`config.mk`:
```
export PLATFORM = sky130hd
export DESIGN_NAME = irq_normalizer
export DESIGN_NICKNAME = d
export VERILOG_FILES = /design/src/rtl/irqn_pkg.sv /design/src/rtl/irqn_sync.sv /design/src/rtl/irqn_pin.sv /design/src/rtl/irqn_regs.sv /design/src/rtl/irq_normalizer.sv
export SDC_FILE = /design/constraint.sdc
export NUM_CORES = 2
export LEC_CHECK = 0
export BUFFER_PORTS_ARGS = -buffer_cell sky130_fd_sc_hd__buf_2
export CAP_MARGIN = 20
export CORE_MARGIN = 2
export CORE_UTILIZATION = 40
export DETAILED_ROUTE_END_ITERATION = 8
export HOLD_SLACK_MARGIN = 0.15
export PLACE_DENSITY = 0.68
export SYNTH_ARGS = -nofsm -noshare
export SYNTH_HDL_FRONTEND = slang
export SYNTH_HIERARCHICAL = 1
export SYNTH_SLANG_ARGS = --single-unit
```
`constraint.sdc`:
```
create_clock -name clk_i -period 4.45 [get_ports clk_i]
set_input_delay 0.445 -clock clk_i [delete_from_list [all_inputs] [get_ports clk_i]]
set_output_delay 0.445 -clock clk_i [all_outputs]
set_load 0.05 [all_outputs]
```
`src/rtl/irqn_pkg.sv`:
```
package irqn_pkg;
  localparam logic [2:0] SENSE_LVL_LO    = 3'b000;
  localparam logic [2:0] SENSE_EDGE_FALL = 3'b010;
  localparam logic [2:0] SENSE_LVL_HI    = 3'b100;
  localparam logic [2:0] SENSE_EDGE_RISE = 3'b110;
  localparam logic [2:0] SENSE_EDGE_BOTH = 3'b111;

  localparam int EN_BASE_WORD  = 4;   // byte 0x10
  localparam int CFG_BASE_WORD = 68;  // byte 0x110
endpackage

```
`src/rtl/irqn_sync.sv`:
```
module irqn_sync #(
  parameter int W = 8
) (
  input  logic         clk_i,
  input  logic         rst_ni,
  input  logic [W-1:0] async_i,
  output logic [W-1:0] sync_o
);
  logic [W-1:0] s1_q, s2_q;

  always_ff @(posedge clk_i or negedge rst_ni) begin
    if (!rst_ni) begin
      s1_q <= '0;
      s2_q <= '0;
    end else begin
      s1_q <= async_i;
      s2_q <= s1_q;
    end
  end

  assign sync_o = s2_q;
endmodule

```
`src/rtl/irqn_pin.sv`:
```
module irqn_pin
  import irqn_pkg::*;
(
  input  logic       clk_i,
  input  logic       rst_ni,
  input  logic       sync_i,
  input  logic       en_i,
  input  logic [2:0] sense_i,
  output logic       irq_o
);
  logic prev_q, rise, fall, hit;

  always_ff @(posedge clk_i or negedge rst_ni) begin
    if (!rst_ni) prev_q <= 1'b0;
    else         prev_q <= sync_i;
  end

  assign rise = sync_i & ~prev_q;
  assign fall = ~sync_i & prev_q;

  always_comb begin
    case (sense_i)
      SENSE_LVL_LO:    hit = ~sync_i;
      SENSE_LVL_HI:    hit = sync_i;
      SENSE_EDGE_FALL: hit = fall;
      SENSE_EDGE_RISE: hit = rise;
      SENSE_EDGE_BOTH: hit = rise | fall;
      default:         hit = 1'b0;
    endcase
  end

  assign irq_o = en_i & hit;

  a_r4_rise_pulse_source: assert property (@(posedge clk_i) disable iff (!rst_ni)
    (sense_i == SENSE_EDGE_RISE && irq_o) |-> (sync_i && !$past(sync_i)));
  a_r5_fall_pulse_source: assert property (@(posedge clk_i) disable iff (!rst_ni)
    (sense_i == SENSE_EDGE_FALL && irq_o) |-> (!sync_i && $past(sync_i)));
  a_r6_dual_pulse_source: assert property (@(posedge clk_i) disable iff (!rst_ni)
    (sense_i == SENSE_EDGE_BOTH && irq_o) |-> (sync_i != $past(sync_i)));
endmodule

```
`src/rtl/irqn_regs.sv`:
```
module irqn_regs
  import irqn_pkg::*;
#(
  parameter int NUM_PINS = 126,
  parameter int ADDR_W   = 8
) (
  input  logic                     clk_i,
  input  logic                     rst_ni,
  input  logic                     we_i,
  input  logic [ADDR_W-1:0]        addr_i,
  input  logic [31:0]              wdata_i,
  output logic [31:0]              rdata_o,
  output logic [NUM_PINS-1:0]      en_o,
  output logic [NUM_PINS-1:0][2:0] cfg_o
);
  localparam int EN_WORDS = (NUM_PINS + 31) / 32;
  localparam int EN_BITS  = EN_WORDS * 32;
  localparam logic [EN_BITS:0]   ONE_SH  = (EN_BITS+1)'(1) << NUM_PINS;
  localparam logic [EN_BITS-1:0] EN_MASK = EN_BITS'(ONE_SH - 1'b1);

  logic [EN_BITS-1:0]        en_q;
  logic [NUM_PINS-1:0][2:0]  cfg_q;

  always_ff @(posedge clk_i or negedge rst_ni) begin
    if (!rst_ni) begin
      en_q <= '0;
      for (int p = 0; p < NUM_PINS; p++) cfg_q[p] <= SENSE_LVL_HI;
    end else if (we_i) begin
      for (int w = 0; w < EN_WORDS; w++)
        if (addr_i == ADDR_W'(EN_BASE_WORD + w))
          en_q[w*32 +: 32] <= wdata_i & EN_MASK[w*32 +: 32];
      for (int p = 0; p < NUM_PINS; p++)
        if (addr_i == ADDR_W'(CFG_BASE_WORD + p))
          cfg_q[p] <= wdata_i[2:0];
    end
  end

  always_comb begin
    rdata_o = '0;
    for (int w = 0; w < EN_WORDS; w++)
      if (addr_i == ADDR_W'(EN_BASE_WORD + w)) rdata_o = en_q[w*32 +: 32];
    for (int p = 0; p < NUM_PINS; p++)
      if (addr_i == ADDR_W'(CFG_BASE_WORD + p)) rdata_o = {29'd0, cfg_q[p]};
  end

  assign en_o  = en_q[NUM_PINS-1:0];
  assign cfg_o = cfg_q;

  a_r10_cfg_write_keeps_en: assert property (@(posedge clk_i) disable iff (!rst_ni)
    (we_i && addr_i >= ADDR_W'(CFG_BASE_WORD)) |=> $stable(en_q));
  a_r9_en_write_keeps_cfg: assert property (@(posedge clk_i) disable iff (!rst_ni)
    (we_i && addr_i < ADDR_W'(CFG_BASE_WORD)) |=> $stable(cfg_q));

  for (genvar w = 0; w < EN_WORDS; w++) begin : g_word_chk
    a_r9_word_isolated: assert property (@(posedge clk_i) disable iff (!rst_ni)
      !(we_i && addr_i == ADDR_W'(EN_BASE_WORD + w)) |=> $stable(en_q[w*32 +: 32]));
  end
endmodule

```
`src/rtl/irq_normalizer.sv`:
```
module irq_normalizer
  import irqn_pkg::*;
#(
  parameter int NUM_PINS = 126,
  parameter int ADDR_W   = 8
) (
  input  logic                clk_i,
  input  logic                rst_ni,
  input  logic [NUM_PINS-1:0] irq_i,
  input  logic                we_i,
  input  logic [ADDR_W-1:0]   addr_i,
  input  logic [31:0]         wdata_i,
  output logic [31:0]         rdata_o,
  output logic [NUM_PINS-1:0] irq_o
);
  logic [NUM_PINS-1:0]      sync;
  logic [NUM_PINS-1:0]      en;
  logic [NUM_PINS-1:0][2:0] cfg;

  irqn_sync #(.W(NUM_PINS)) u_sync (
    .clk_i   (clk_i),
    .rst_ni  (rst_ni),
    .async_i (irq_i),
    .sync_o  (sync)
  );

  irqn_regs #(.NUM_PINS(NUM_PINS), .ADDR_W(ADDR_W)) u_regs (
    .clk_i   (clk_i),
    .rst_ni  (rst_ni),
    .we_i    (we_i),
    .addr_i  (addr_i),
    .wdata_i (wdata_i),
    .rdata_o (rdata_o),
    .en_o    (en),
    .cfg_o   (cfg)
  );

  for (genvar p = 0; p < NUM_PINS; p++) begin : g_pin
    irqn_pin u_pin (
      .clk_i   (clk_i),
      .rst_ni  (rst_ni),
      .sync_i  (sync[p]),
      .en_i    (en[p]),
      .sense_i (cfg[p]),
      .irq_o   (irq_o[p])
    );
  end
endmodule

```
; After elaboration in Yosys (flattened, before gate mapping)
; Cells that the tools add are included.
[word_totals]
reg_bits = 882
input_bits = 169
output_inout_bits = 158
elab_cells = 2160
[classes]
n_eq_ne = 634
n_mux = 256
bitwise_logic = 756
n_reduce_logical = 256
[op_table]
columns = cell, count
row1 = 32-bit 2-to-1 mux, 130
row2 = "3-bit == test, second input constant", 378
row3 = 1-bit case mux with 5 select lines, 126
row4 = "8-bit == test, second input constant", 66
row5 = "8-bit by 7-bit == test with 1-bit output, second input constant", 60
row6 = 1-bit AND, 378
row7 = "3-bit by 2-bit == test with 1-bit output, second input constant", 126
row8 = 3-bit zero test, 126
row9 = 2-bit AND reduction, 130
row10 = 1-bit NOT, 252
row11 = 1-bit OR, 126
row12 = "8-bit by 3-bit == test with 1-bit output, second input constant", 4

; Logic depth before layout (Yosys ltp)
[depth]
ltp_word = 131
depth_mapped = 13
mapped_depth_nobuf = 8

; By module
; The synthesis kept the hierarchy.
[by_module_without_submodules]
columns = module, instances, cells_per_inst, area_each_um2, seq_area_each_um2
row1 = irqn_regs, 1, 2195, 25719.7, 12769.7
row2 = irqn_pin, 126, 11, 108.9, 25.0
row3 = irqn_sync, 1, 252, 6306.0, 6306.0

; Worst setup path after synthesis
; OpenSTA, ideal clock, no wires.
[synth_path]
kind = input -> output
from = in addr_i[0]
to = out rdata_o[0]
arrival_time_ns = 2.839
t_required_ns = 4.005
slack_ns = 1.166
cell_stages = 11
n_path_buf = 4
cell_sequence = buf_2 -> buf_6 -> buf_4 -> buf_6 -> a2bb2oi_1 -> o31ai_1 -> a21oi_1 -> o31ai_1 -> nand2_1 -> a211o_1 -> a2bb2oi_1
[synth_between]
elab_chain_cells = 131
elab_cells_between_ends = 260
classes_between = 130 x eq/ne / 130 x mux
[synth_rtl]
columns = element, line_no
row1 = from (decl), irq_normalizer.sv:11  ; input logic [ADDR_W-1:0] addr_i,
row2 = 8-bit by 3-bit == test with 1-bit output, irqn_regs.sv:41  ; if (addr_i == ADDR_W'(EN_BASE_WORD + w)) rdata_o = en_q[w*32 +: 32];
row3 = 32-bit 2-to-1 mux (4 in a row), irqn_regs.sv:41
row4 = 32-bit 2-to-1 mux (125 in a row), irqn_regs.sv:43  ; if (addr_i == ADDR_W'(CFG_BASE_WORD + p)) rdata_o = {29'd0, cfg_q[p]};
row5 = 32-bit 2-to-1 mux (*), irqn_regs.sv:43
row6 = to (decl), irq_normalizer.sv:13  ; output logic [31:0] rdata_o,
; Mark *: on every way between the ends. The rest lies on a longest branch, timed or not.

; Worst setup path in the final report
[layout_path]
from = in addr_i[2]
to = out rdata_o[0]
; Same word-level chain as after synthesis.

==> flow_summary.json <==
{
  "cts_buffer_depth": 3,
  "drt-total-wl_um": 162000,
  "cellLeakagePower_nw": 26.1,
  "grt_pass1_wl_um": 236000,
  "r2r_start": "u_regs/cfg_o[298]",
  "r2r_end": "u_regs/cfg_o[298]",
  "cts_buffers": 94,
  "cts_tree": "yes",
  "cts_sinks": 882,
  "synthArstFlopShare": 1.00,
  "slew_violations": 0,
  "crit_start": "addr_i[2]",
  "syn_nets": 4254,
  "die_area_um2": 117000,
  "rsz0062_at_grt": "no",
  "nets": 4781,
  "ys_types": 96,
  "postSynthAreaPerCell_um2": 11.9,
  "antenna_found_initial": 8,
  "period_share": 0.957,
  "synth_flop_cell": "dfrtp_1",
  "coreArea_um2": 114000,
  "ys_seq_elements": 882,
  "drc": 0,
  "period_minus_slack_ns": 4.26,
  "ys_top_cells_by_count": "756 x dfrtp_1, 489 x mux2_2, 261 x inv_1",
  "vias_per_cell": 5.76,
  "max_cap_violations": 0,
  "drive_gt1_frac": 0.318,
  "synth_area_leaders": "dfrtp_1 41%, mux2_2 12%, dfstp_2 7.2%",
  "netlist_area_um2": 45700,
  "wl_per_cell_um": 27.2,
  "dr.pass1.iters": 5,
  "dp_cells": 5620,
  "grt_pass1_vias": 34814,
  "track_usage": 0.273,
  "clockRootBuffer": "clkbuf_16",
  "die_x_um": 342,
  "tightest_slew_ns": 0.929,
  "worst_slack_ns": 0.192,
  "drt_iter0_drc": 3002,
  "io_pins": 327,
  "area_growth_syn_to_layout_pct": 19.5,
  "place_ws_ns": 0.117,
  "ant_nets": 0,
  "grt_max_degree": 131,
  "yosysSeqAreaShare": 0.486,
  "synth_largest_area_cell": "dfrtp_1",
  "ff2ff_path_depth": 1,
  "crit_type": "in2out",
  "instances_no_fill": 5957,
  "slowest_delay_ns": 0.59,
  "critical_path.endpoint": "rdata_o[0]",
  "post_cts_buffers": 0,
  "finalPower_mw": 19.3,
  "place_congestion": 1.06,
  "cellPowerDensity_nw_per_um2": 353,
  "synth_edf_count": 0,
  "ir_drop_mv": 0.367,
  "path_common_cell": "a21oi_1",
  "start_util": 0.402,
  "hold_path_class": "reg2reg",
  "hold-worst-slack_ns": 0.345,
  "slew_headroom": 0.381,
  "h-tree-depth": 3,
  "crit_path_top_delay_cell": "o31ai_1",
  "num_vias": 34295,
  "fmax_ghz": 0.235,
  "worstPathArrival_ns": 3.81,
  "place_area_um2": 49800,
  "synth_top_area_share": 0.414,
  "finClkSkew_ns": 0.0142,
  "syn_inst": 3833,
  "dpl.hpwl_um": 120000,
  "rows": 124,
  "design_area_um2": 54700,
  "end_kind": "output pin",
  "required_ns": 4.01,
  "setup_violations": 0,
  "status": "complete, no violations",
  "cp_cell_sequence": "buf_2 -> buf_4 -> nand2b_1 -> a21oi_1 -> a21oi_1 -> o31ai_1 -> a21oi_1 -> o31ai_1 -> nand3_1 -> a2bb2oi_2 -> buf_4 -> buf_12",
  "gr-total-overflow": 0,
  "reg2reg_slack_ns": 3.47,
  "yosys_warnings": 6,
  "start_kind": "input port",
  "worstSkewPairLatency_ns": 0.68,
  "portBuffers": 326,
  "die_height_um": 342,
  "critPathMaxFanout": 28,
  "synthMostInstantiatedCell": "dfrtp_1",
  "hold_viol_final": 0,
  "clkTransAtPathRegs_ns": 0.06
}
worst min-delay path by stage:
stage / endpoint / cells after the start / start / slack, ns
after floorplan: g_pin[0].u_pin/prev_q / 0 / rst_ni / 0.15
after global placement: u_sync/sync_o[69] / 0 / u_sync/s1_q[69] / 0.33
after detailed placement: u_sync/sync_o[1] / 0 / u_sync/s1_q[1] / 0.33
after CTS: u_sync/s1_q[40] / 2 / irq_i[40] / 0.34
after global routing: u_sync/sync_o[87] / 0 / u_sync/s1_q[87] / 0.35
final: u_sync/sync_o[55] / 0 / u_sync/s1_q[55] / 0.35
where the power goes:
part / internal, mW / leakage [nW] / switching, mW / total (mW)
logic: 0.833 / 13.5 / 1.14 / 1.98
clock network: 5.00 / 1.61 / 3.32 / 8.31
registers: 8.46 / 10.9 / 0.547 / 9.01
critical path: cells and delay by family:
kind / cells / cell delay (ns)
buffers and inverters: 4 / 0.97
AND/OR/NAND/NOR: 2 / 0.61
AO/OA/AOI/OAI: 6 / 1.74
state kept, by name, summed over array words and instances, names as in the netlist:
name                flops
u_sync/s1_q           126
u_regs/en_q           126
g_pin.u_pin/prev_q    126
u_sync/sync_o         126
u_regs/cfg_o          378
stage by stage:
step                 util  setup TNS (ns)
global placement    0.437          -0.206
detailed placement  0.437               0
CTS                 0.480               0
finish              0.480               0
global route        0.480               0
floorplan               -               0
repair_timing:
item,4_1_cts,5_1_grt
gates resized for setup,0,4
endpoints found under the hold margin,294,0
setup endpoints to repair,0,2
hold buffers,156,0
area by class of cell:
type | count | area (um2)
clock inverter | 34 | 468
tap | 1512 | 1890
antenna | 3 | 7.51
fill | 10227 | 59200
sequential | 882 | 22200
inverter | 264 | 991
timing repair buffer | 625 | 4590
clock buffer | 144 | 2850
multi-input combinational | 2493 | 21600
routing by layer:
metal / global-route usage / wire length, um
met1: 0.358 / 67700
met2: 0.446 / 77200
met3: 0.0516 / 10300
met4: 0.110 / 6730
met5: 0 / 64
placed cells by master, fill, tap and decap left out, types with 13 or more instances in the layout:
| master | netlist | layout |
|---|---|---|
| o31a_1 | 129 | 129 |
| o221ai_1 | 13 | 13 |
| clkbuf_16 | 0 | 98 |
| inv_1 | 261 | 261 |
| dlygate4sd3_1 | 0 | 156 |
| a22oi_1 | 65 | 65 |
| o21ai_0 | 76 | 76 |
| clkbuf_8 | 0 | 22 |
| nand3_1 | 34 | 34 |
| buf_2 | 70 | 317 |
| nor3b_1 | 129 | 129 |
| clkbuf_1 | 87 | 24 |
| nand2_1 | 212 | 208 |
| nor3_1 | 142 | 141 |
| a21oi_1 | 77 | 77 |
| mux2_2 | 489 | 489 |
| and4b_2 | 126 | 126 |
| ha_1 | 252 | 252 |
| a31oi_1 | 14 | 14 |
| dfstp_2 | 126 | 126 |
| nand2b_1 | 15 | 15 |
| mux2i_1 | 172 | 172 |
| buf_12 | 0 | 23 |
| dfrtp_1 | 756 | 756 |
| nor2_1 | 67 | 65 |
| buf_4 | 13 | 125 |
| o211ai_1 | 18 | 18 |
| mux2_1 | 28 | 28 |
| o22ai_1 | 36 | 36 |
| nor2b_1 | 17 | 17 |
| xor2_1 | 126 | 126 |
| a211oi_1 | 21 | 21 |
kinds of logic after synthesis:
logic type                 synth area share
DFF                                   0.486
and+or+nand+nor                       0.116
muxes                                 0.167
AOI/OAI and AO/OA                    0.0949
buffers and inverters                0.0427
adders and majority gates            0.0689
xor gates and xnor gates             0.0241
No activity file was read; power rests on OpenSTA's default activity.
